--- src/rtl/csrf_pkg.sv ---
package csrf_pkg;

    // register addresses
    localparam logic [11:0] A_SSTAT  = 12'h100;
    localparam logic [11:0] A_SIEN   = 12'h104;
    localparam logic [11:0] A_STVEC  = 12'h105;
    localparam logic [11:0] A_SIPND  = 12'h144;
    localparam logic [11:0] A_MSTAT  = 12'h300;
    localparam logic [11:0] A_EDELEG = 12'h302;
    localparam logic [11:0] A_IDELEG = 12'h303;
    localparam logic [11:0] A_MIEN   = 12'h304;
    localparam logic [11:0] A_UCEN   = 12'h320;
    localparam logic [11:0] A_SCEN   = 12'h321;
    localparam logic [11:0] A_MIPND  = 12'h344;
    localparam logic [11:0] A_HOST   = 12'h780;

    // status field positions
    localparam int unsigned MPP_LO = 11;
    localparam int unsigned FS_LO  = 13;
    localparam int unsigned XS_LO  = 15;
    localparam int unsigned VM_LO  = 24;

    // low-word masks, zero extended to XLEN where used
    localparam logic [31:0] ST_FREE_M  = 32'h0006_61AA; // enables, SPP, FS, MPRV, PUM
    localparam logic [31:0] ST_XS_M    = 32'h0001_8000;
    localparam logic [31:0] ST_MPP_M   = 32'h0000_1800;
    localparam logic [31:0] ST_VM_M    = 32'h1F00_0000;
    localparam logic [31:0] ST_SVIEW_M = 32'h0005_E122;
    localparam logic [31:0] ST_FLUSH_M = 32'h1F06_1800;
    localparam logic [31:0] IP_SW_M    = 32'h0000_002A;
    localparam logic [31:0] IE_ALL_M   = 32'h0000_00AA;
    localparam logic [31:0] DELEG_M    = 32'h0000_0022;

    typedef enum logic [4:0] {
        VM_BARE = 5'd0,
        VM_PG32 = 5'd8,
        VM_PG39 = 5'd9,
        VM_PG48 = 5'd10
    } vm_mode_e;

    typedef struct packed {
        logic        en;
        logic [11:0] addr;
    } wr_req_t;

    function automatic logic vm_ok(input logic [4:0] vm, input int unsigned xlen);
        if (vm == VM_BARE) return 1'b1;
        if (xlen == 64) return (vm == VM_PG39) || (vm == VM_PG48);
        if (xlen == 32) return vm == VM_PG32;
        return 1'b0;
    endfunction

    function automatic logic mpp_ok(input logic [1:0] p);
        return p != 2'b10;
    endfunction

endpackage

--- src/rtl/csrf_stat_filter.sv ---
module csrf_stat_filter
    import csrf_pkg::*;
#(
    parameter int unsigned XLEN    = 64,
    parameter bit          HAS_EXT = 1'b0
) (
    input  logic [XLEN-1:0] old_i,
    input  logic [XLEN-1:0] req_i,
    output logic [XLEN-1:0] next_o,
    output logic            flush_o
);
    localparam logic [XLEN-1:0] XS_PART = HAS_EXT ? XLEN'(ST_XS_M) : '0;
    localparam logic [XLEN-1:0] FIXED_M = XLEN'(ST_FREE_M) | XS_PART;

    logic [XLEN-1:0] mask;
    logic [XLEN-1:0] merged;
    logic            dirty;

    always_comb begin
        mask = FIXED_M;
        if (vm_ok(req_i[VM_LO +: 5], XLEN)) mask = mask | XLEN'(ST_VM_M);
        if (mpp_ok(req_i[MPP_LO +: 2]))     mask = mask | XLEN'(ST_MPP_M);
        merged = (old_i & ~mask) | (req_i & mask);
        dirty  = (merged[FS_LO +: 2] == 2'b11) || (merged[XS_LO +: 2] == 2'b11);
        next_o = merged;
        next_o[XLEN-1] = dirty;
    end

    assign flush_o = |((old_i ^ req_i) & XLEN'(ST_FLUSH_M));

endmodule

--- src/rtl/csrf_read_mux.sv ---
module csrf_read_mux
    import csrf_pkg::*;
#(
    parameter int unsigned XLEN = 64
) (
    input  logic [11:0]     addr_i,
    input  logic [XLEN-1:0] stat_i,
    input  logic [XLEN-1:0] ip_i,
    input  logic [XLEN-1:0] ie_i,
    input  logic [XLEN-1:0] ideleg_i,
    input  logic [XLEN-1:0] edeleg_i,
    input  logic [XLEN-1:0] tvec_i,
    input  logic [XLEN-1:0] host_i,
    input  logic [2:0]      ucen_i,
    input  logic [2:0]      scen_i,
    output logic [XLEN-1:0] data_o,
    output logic            hit_o
);
    logic [XLEN-1:0] sview;

    always_comb begin
        sview = stat_i & XLEN'(ST_SVIEW_M);
        sview[XLEN-1] = (stat_i[FS_LO +: 2] == 2'b11) || (stat_i[XS_LO +: 2] == 2'b11);
    end

    always_comb begin
        hit_o  = 1'b1;
        data_o = '0;
        case (addr_i)
            A_SSTAT:  data_o = sview;
            A_SIEN:   data_o = ie_i & ideleg_i;
            A_STVEC:  data_o = tvec_i;
            A_SIPND:  data_o = ip_i & ideleg_i;
            A_MSTAT:  data_o = stat_i;
            A_EDELEG: data_o = edeleg_i;
            A_IDELEG: data_o = ideleg_i;
            A_MIEN:   data_o = ie_i;
            A_UCEN:   data_o = XLEN'(ucen_i);
            A_SCEN:   data_o = XLEN'(scen_i);
            A_MIPND:  data_o = ip_i;
            A_HOST:   data_o = host_i;
            default:  hit_o  = 1'b0;
        endcase
    end

endmodule

--- src/rtl/csr_wfilter.sv ---
module csr_wfilter
    import csrf_pkg::*;
#(
    parameter int unsigned     XLEN        = 64,
    parameter bit              HAS_EXT     = 1'b0,
    parameter logic [XLEN-1:0] EDELEG_MASK = XLEN'(32'h0000_0FFF)
) (
    input  logic            clk,
    input  logic            rst,
    input  logic            wr_en,
    input  logic [11:0]     wr_addr,
    input  logic [XLEN-1:0] wr_data,
    input  logic            rd_en,
    input  logic [11:0]     rd_addr,
    output logic [XLEN-1:0] rd_data,
    output logic            rd_illegal,
    output logic            tlb_flush,
    output logic [XLEN-1:0] stat_o,
    output logic [XLEN-1:0] ipend_o,
    output logic [XLEN-1:0] ienab_o,
    output logic [XLEN-1:0] ideleg_o,
    output logic [XLEN-1:0] edeleg_o,
    output logic [XLEN-1:0] tvec_o,
    output logic [XLEN-1:0] hostmb_o,
    output logic [2:0]      ucen_o,
    output logic [2:0]      scen_o
);
    localparam logic [XLEN-1:0] SV_M  = XLEN'(ST_SVIEW_M);
    localparam logic [XLEN-1:0] IP_M  = XLEN'(IP_SW_M);
    localparam logic [XLEN-1:0] IE_M  = XLEN'(IE_ALL_M);
    localparam logic [XLEN-1:0] DG_M  = XLEN'(DELEG_M);
    localparam logic [XLEN-1:0] VEC_M = ~XLEN'(3);

    logic [XLEN-1:0] stat_q, ip_q, ie_q, ideleg_q, edeleg_q, tvec_q, host_q;
    logic [2:0]      ucen_q, scen_q;
    logic [XLEN-1:0] rdata_q;
    logic            rill_q, flush_q;

    wr_req_t         req;
    logic            is_stat;
    logic [XLEN-1:0] stat_req, stat_nx;
    logic            stat_fl;
    logic [XLEN-1:0] ip_req, ie_req;
    logic [XLEN-1:0] mux_data;
    logic            mux_hit;

    assign req.en   = wr_en;
    assign req.addr = wr_addr;

    // supervisor aliases merge into the machine words before filtering
    assign is_stat  = (req.addr == A_MSTAT) || (req.addr == A_SSTAT);
    assign stat_req = (req.addr == A_SSTAT) ? ((stat_q & ~SV_M) | (wr_data & SV_M)) : wr_data;
    assign ip_req   = (req.addr == A_SIPND) ? ((ip_q & ~ideleg_q) | (wr_data & ideleg_q)) : wr_data;
    assign ie_req   = (req.addr == A_SIEN)  ? ((ie_q & ~ideleg_q) | (wr_data & ideleg_q)) : wr_data;

    csrf_stat_filter #(.XLEN(XLEN), .HAS_EXT(HAS_EXT)) u_stat (
        .old_i   (stat_q),
        .req_i   (stat_req),
        .next_o  (stat_nx),
        .flush_o (stat_fl)
    );

    csrf_read_mux #(.XLEN(XLEN)) u_rmux (
        .addr_i   (rd_addr),
        .stat_i   (stat_q),
        .ip_i     (ip_q),
        .ie_i     (ie_q),
        .ideleg_i (ideleg_q),
        .edeleg_i (edeleg_q),
        .tvec_i   (tvec_q),
        .host_i   (host_q),
        .ucen_i   (ucen_q),
        .scen_i   (scen_q),
        .data_o   (mux_data),
        .hit_o    (mux_hit)
    );

    always_ff @(posedge clk) begin
        if (rst) begin
            stat_q   <= '0;
            ip_q     <= '0;
            ie_q     <= '0;
            ideleg_q <= '0;
            edeleg_q <= '0;
            tvec_q   <= '0;
            host_q   <= '0;
            ucen_q   <= '0;
            scen_q   <= '0;
            flush_q  <= 1'b0;
        end else begin
            flush_q <= req.en && is_stat && stat_fl;
            if (req.en) begin
                case (req.addr)
                    A_MSTAT, A_SSTAT: stat_q   <= stat_nx;
                    A_MIPND, A_SIPND: ip_q     <= (ip_q & ~IP_M) | (ip_req & IP_M);
                    A_MIEN,  A_SIEN:  ie_q     <= (ie_q & ~IE_M) | (ie_req & IE_M);
                    A_IDELEG:         ideleg_q <= wr_data & DG_M;
                    A_EDELEG:         edeleg_q <= wr_data & EDELEG_MASK;
                    A_STVEC:          tvec_q   <= wr_data & VEC_M;
                    A_UCEN:           ucen_q   <= wr_data[2:0];
                    A_SCEN:           scen_q   <= wr_data[2:0];
                    A_HOST: begin
                        if (host_q == '0) host_q <= wr_data;
                    end
                    default: ;
                endcase
            end
        end
    end

    always_ff @(posedge clk) begin
        if (rst) begin
            rdata_q <= '0;
            rill_q  <= 1'b0;
        end else begin
            rill_q <= rd_en && !mux_hit;
            if (rd_en) rdata_q <= mux_hit ? mux_data : '0;
        end
    end

    assign rd_data    = rdata_q;
    assign rd_illegal = rill_q;
    assign tlb_flush  = flush_q;
    assign stat_o     = stat_q;
    assign ipend_o    = ip_q;
    assign ienab_o    = ie_q;
    assign ideleg_o   = ideleg_q;
    assign edeleg_o   = edeleg_q;
    assign tvec_o     = tvec_q;
    assign hostmb_o   = host_q;
    assign ucen_o     = ucen_q;
    assign scen_o     = scen_q;

endmodule

--- config.mk ---
export PLATFORM = sky130hd
export DESIGN_NAME = csr_wfilter
export DESIGN_NICKNAME = d
export VERILOG_FILES = /design/src/rtl/csrf_pkg.sv /design/src/rtl/csrf_stat_filter.sv /design/src/rtl/csrf_read_mux.sv /design/src/rtl/csr_wfilter.sv
export SDC_FILE = /design/constraint.sdc
export NUM_CORES = 1
export LEC_CHECK = 0
export CAP_MARGIN = 30
export CELL_PAD_IN_SITES_DETAIL_PLACEMENT = 2
export CELL_PAD_IN_SITES_GLOBAL_PLACEMENT = 2
export CORE_AREA = 2 2 236 238
export CTS_CLUSTER_DIAMETER = 50
export DETAILED_ROUTE_END_ITERATION = 7
export DIE_AREA = 0 0 238 240
export GPL_TIMING_DRIVEN = 1
export HOLD_SLACK_MARGIN = 0.08
export PLACE_DENSITY_LB_ADDON = 0.1
export SYNTH_ARGS = -nofsm -noshare
export SYNTH_HDL_FRONTEND = slang
export SYNTH_SLANG_ARGS = --single-unit
--- constraint.sdc ---
create_clock -name clk -period 5.5 [get_ports clk]
set_clock_uncertainty 0.05 [all_clocks]
set_input_delay 1.65 -clock clk [delete_from_list [all_inputs] [get_ports clk]]
set_output_delay 1.65 -clock clk [all_outputs]
set_load 0.05 [all_outputs]
### Word level (Yosys, flattened, before mapping)

Cells that the tools add are included.

* bitwise operators: 16
* reductions and logical operators: 24
* equal/unequal tests: 31
* multiplexer cells: 13

Operator list (number)
* $pmux 64 s12: 1
* $eq 12x10->1 const B: 14
* $and 64x6->64: 2
* $eq 12x9->1 const B: 8
* $logic_not 64->1: 1
* $mux 64: 1
* $or 64x6->64: 1
* $or 64x8->64: 1
* $and 63x29->63: 1
* $and 63x63->63: 1
* $mux 63: 1
* $not 29->63: 1
* $or 63x19->63: 1
* $or 63x63->63: 1
* $mux 29: 1
* $xor 29x29->29: 1
* $eq 12x11->1 const B: 2
* $reduce_and 2->1: 8
* $mux 13: 1
* $reduce_or 12->1: 1
* $eq 5x4->1 const B: 2
* $reduce_or 9->1: 1
* $and 8x6->8: 1
* $and 8x8->8: 1
* other kinds (15): 30

* input bits: 92
* bits in registers: 404
* logic and storage cells: 96

### Longest topological paths before layout

* word-level depth: 14
* depth in mapped cells: 8
* gate-level depth less buffers: 5

### Modules after synthesis

A second synthesis with hierarchy kept.

* cell total of the unflattened synthesis: 2212
* area, all modules: 19077.0 um2

By module, submodules not included
* csr_wfilter: seq. area each 5665.4 um2, area each 13382.8 um2, cells each 1494, times used 1
* csrf_read_mux: seq. area each 0.0 um2, area each 4989.8 um2, cells each 623, times used 1
* csrf_stat_filter: seq. area each 0.0 um2, area each 704.4 um2, cells each 95, times used 1

### Worst setup path after synthesis

No wires, ideal clock.

* path type: input port to flip-flop
* start point: input port wr_addr[1]
* end point: register host_q[5] (netlist: hostmb_o[5])
* buffers on the path: 1
* required time: 5.384 ns
* setup slack: 1.752 ns
* library setup time: 0.066 ns
* data arrival time: 3.632 ns
* stages: 6
* cells stage by stage: or4_4 -> or4_4 -> nor4_4 -> buf_6 -> a31oi_1 -> nor2_1

* cells in the longest elaborated chain, start to end: 2

Ends and longest elaborated chain
* from (decl): line csr_wfilter.sv:11 `input logic [11:0] wr_addr,`
* $eq 12x11->1: line csr_wfilter.sv:93 `case (req.addr)`
* $reduce_and 3->1 (no source line)
* to (signal assigned): line csr_wfilter.sv:103 `if (host_q == '0) host_q <= wr_data;`
* to (decl): line csr_wfilter.sv:34 `logic [XLEN-1:0] stat_q, ip_q, ie_q, ideleg_q, edeleg_q, tvec_q, host_q;`

No other way between the ends.
A chain may end at the register's enable or synchronous reset.

### Worst setup path after layout

* start point: input port wr_addr[0]
* end point: register stat_q[25] (netlist: stat_o[25])

* cells in the longest elaborated chain, start to end: 10

Ends and longest elaborated chain
* $eq 12x9->1: line csr_wfilter.sv:52, csr_wfilter.sv:93
* $mux 63: line csr_wfilter.sv:52 `assign stat_req = (req.addr == A_SSTAT) ? ((stat_q & ~SV_M) | (wr_data & SV_M)) : wr_data;`
* $eq 5x4->1: line csrf_pkg.sv:48 `if (xlen == 64) return (vm == VM_PG39) || (vm == VM_PG48);`
* $logic_or 1x1->1: line csrf_pkg.sv:48
* $mux 1: line csrf_pkg.sv:49 `if (xlen == 32) return vm == VM_PG32;`
* $mux 1: line csrf_pkg.sv:48
* $mux 29: line csrf_stat_filter.sv:21 `if (vm_ok(req_i[VM_LO +: 5], XLEN)) mask = mask | XLEN'(ST_VM_M);`
* $not 29->63: line csrf_stat_filter.sv:23 `merged = (old_i & ~mask) | (req_i & mask);`
* $and 63x63->63: line csrf_stat_filter.sv:23
* $or 63x63->63: line csrf_stat_filter.sv:23
* to (signal assigned): line csr_wfilter.sv:94 `A_MSTAT, A_SSTAT: stat_q <= stat_nx;`
* to (decl): line csr_wfilter.sv:34

Parallel ways exist; a longest one is shown, timed or not.

==> results by group <==
Final layout
  • Layout Area Growth over Synthesis: 36.8%
  • Nets: 1803
  • Layout cells sized above 1: 6.44%
  • Fillcell total: 6235
  • Area of the multi-input gates: 5450 um2
  • Post-route cell area: 16000 um2
  • Flip-flop and latch area: 4720 um2

CTS
  • Cells resized by post-CTS repair: 0
  • CTS tree: done
  • TritonCTS Buffers: 39
  • Hold_buf cts: 0
  • Clk slew on worst S/H paths: 50 ps
  • Clk sinks: 236
  • CTS root buffer: clkbuf_16
  • H-tree levels: 2
  • Post-CTS Setup Inserts: 0
  • Clk_lat worst skew: 560 ps
  • Bufs on Longest Clock Path: 3

Power
  • Comb pwr share: 14.7%
  • Int Pwr: 3450 uW
  • PwrDens: 315 nW/um2
  • Reg power frac: 34.5%
  • Worst vdd ir: 0.000177 V
  • Design Power: 5020 uW
  • Net Sw Frac: 31.4%
  • Clock power frac: 50.8%
  • Leak Pwr: 0.00579 uW
  • Psw: 1580 uW

Critical path
  • R2R depth: 6
  • CP arrival: 4510 ps
  • Crit start category: primary input
  • R2r setup slk: 2630 ps
  • CP Class: in2reg
  • FF-to-FF End: hostmb_o[55]
  • Worst EP required: 5870 ps
  • Nature of the critical path endpoint: flip-flop
  • Worst R2R Start: hostmb_o[3]
  • Max FO, Critical Path: 8

Placement
  • Placed Area: 14600 um2
  • Worst slack, placed: 756 ps
  • I/O Buffers: 327
  • GPL Wtd Cong: 0.749
  • Post-DP HPWL: 39700 um

Detailed routing
  • DR iter-0 viols: 449
  • Vias per cell: 4.44
  • DRC viols: 0
  • Post-DR wirelength/cell: 22.4 um
  • Final WL: 54800 um
  • Via Count: 10.9k
  • Antenna Nets Post-Route: 0
  • First-pass DRT Iterations: 7

Die
  • Number of placement rows: 86
  • Die width: 238 um
  • Initial core utilization: 21.4%
  • Core Region: 54700 um2
  • Die area: 57100 um2
  • I/O pins: 612
  • Die Height: 240 um

Logic synthesis
  • Main combinational cell family by area after synthesis: buffers and inverters
  • Post-synthesis xor/xnor area fraction: 0.900%
  • Complex-gate fraction of the synthesized area: 15.6%
  • Mapped Area: 11700 um2
  • Top cells by count, synth: buf_4 (284), dfxtp_1 (236), nand2_1 (205)
  • Share of the yosys chip area belonging to registers: 40.5%
  • Synth Area in Adders: 0%
  • YS warnings: 0
  • Yosys reg bits: 236
  • Async set-reset flop share out of synthesis: 0%
  • Cell taking the most area after synthesis: dfxtp_1
  • Post-synth EDFFs: 0
  • Avg Cell Area, Syn: 8.26 um2
  • Synth Flop Type: dfxtp_1
  • Netlist cell types: 64
  • Synth Area in Simple Gates: 19.2%
  • Yosys top cell area share: 40.5%
  • Cells after synthesis: 1413
  • Top-count cell post-synth: buf_4
  • Share of synthesized area spent on multiplexers: 1.80%
  • Ranking of synthesized cells by area: dfxtp_1 (40%), buf_4 (18%), nand2_1 (6.6%)

Global route
  • Largest net degree at the start of global routing: 122
  • Met1 Use GR: 23.0%
  • Met2 GRT Util: 31.5%
  • GRT overflow: 0
  • Initial antenna violation count: 11
  • Top Usage Layer GRT: met2
  • First-pass GRT wire length: 77800 um
  • Met3 Usage GRT: 4.75%
  • Vias in the first global route: 11.1k
  • Aggregate global-route resource usage: 18.3%

Worst hold path
  • Min-delay src: rd_data[7]
  • Hold path cells: 2
  • Hold crit path type: reg2reg
  • Worst hold path endpoint: rd_data[7]

Run
  • Max_cap viols: 0

Timing
  • Hold slack final: 404 ps
  • Final WS setup: 1360 ps
  • Final Hold Vio Count: 0
  • FMAX: 241 MHz
  • RSZ-0062 raised after global routing: no
  • Max Slew Vio Count: 0
  • Fin Setup TNS: 0 ps
  • Final worst-path cycle share: 75.3%
  • Setup violators final: 0
  • Slew HR: 35.9%
  • Slew @ Worst Pin: 953 ps
  • Clock period minus worst slack: 4140 ps

Run status
  • Status: finished, final reports clean
[through the flow]
stage / utilization [%] / cells
6_report: 29.2 / 2445
2_1_floorplan: - / 1696
5_1_grt: 29.2 / 2443
3_5_place_dp: 26.7 / 2373
3_3_place_gp: 26.7 / 2373
4_1_cts: 29.2 / 2441
[worst max path at each step]
stage	start	to	slack (ps)	depth (start not counted)
finish	wr_addr[0]	stat_o[25]	1360	6
global route	wr_addr[0]	stat_o[25]	1130	6
CTS	wr_addr[0]	stat_o[25]	1340	6
detailed placement	wr_addr[0]	stat_o[25]	760	6
global placement	wr_addr[0]	stat_o[25]	910	6
floorplan	wr_addr[1]	hostmb_o[5]	1750	6
[registers in the layout, indices dropped and copies added (netlist names)]
register    flops
ienab_o         4
ucen_o          3
ipend_o         3
tlb_flush       1
rd_illegal      1
rd_data        64
ideleg_o        2
stat_o         17
edeleg_o       12
scen_o          3
hostmb_o       64
tvec_o         62
[layout by cell type, fill, tap and decap left out, types with 5 or more instances in the layout]
| master | instances |
|---|---|
| nor4_1 | 23 |
| clkinv_2 | 5 |
| a21oi_1 | 87 |
| nor3_1 | 51 |
| nand3_1 | 5 |
| nand2_1 | 205 |
| a222oi_1 | 19 |
| nor2_1 | 133 |
| clkbuf_16 | 39 |
| buf_4 | 16 |
| nand3b_1 | 6 |
| a221oi_1 | 44 |
| nand4_1 | 11 |
| buf_12 | 7 |
| dfxtp_1 | 236 |
| xnor2_1 | 9 |
| clkinvlp_4 | 5 |
| clkdlybuf4s50_1 | 325 |
| o21ai_0 | 30 |
| bufinv_16 | 5 |
| inv_1 | 7 |
| conb_1 | 284 |
| a31oi_1 | 64 |
| mux2i_1 | 21 |
[routing by layer]
layer	wire length, um	vias to the layer above
li1	-	4971
met1	23200	5439
met2	27100	366
met3	3470	74
met4	909	16
met5	99	-
[worst max-delay path: stages]
cell and delay, ps:
clkdlybuf4s50_1 530, or4_4 600, nor4b_1 660, and2_1 450, a41oi_1 150, a2111oi_0 460
[layout make-up]
class,count,share of cell area (%)
multi-input combinational,1076,34.2
inverter,8,0.188
clock inverter,21,1.84
clock buffer,47,6.55
tap,704,5.52
timing repair buffer,350,22.1
sequential,236,29.6
antenna,3,0.0470
[power groups by stage]
| stage | clock network (uW) | registers, uW | logic [uW] |
|---|---|---|---|
| 2_1_floorplan | 0 | 1820 | 675 |
| 3_3_place_gp | 0 | 1770 | 728 |
| 3_5_place_dp | 0 | 1770 | 730 |
| 4_1_cts | 2620 | 1730 | 732 |
| 5_1_grt | 2700 | 1740 | 771 |
| 6_report | 2550 | 1730 | 736 |
[logic make-up after synthesis]
family          after synthesis
other cells                   1
flops                       236
mux                          21
compound gates              276
buf+inv                     384
simple gates                483
xor+xnor                     12
Note: power is estimated with default switching activity, not from simulation.
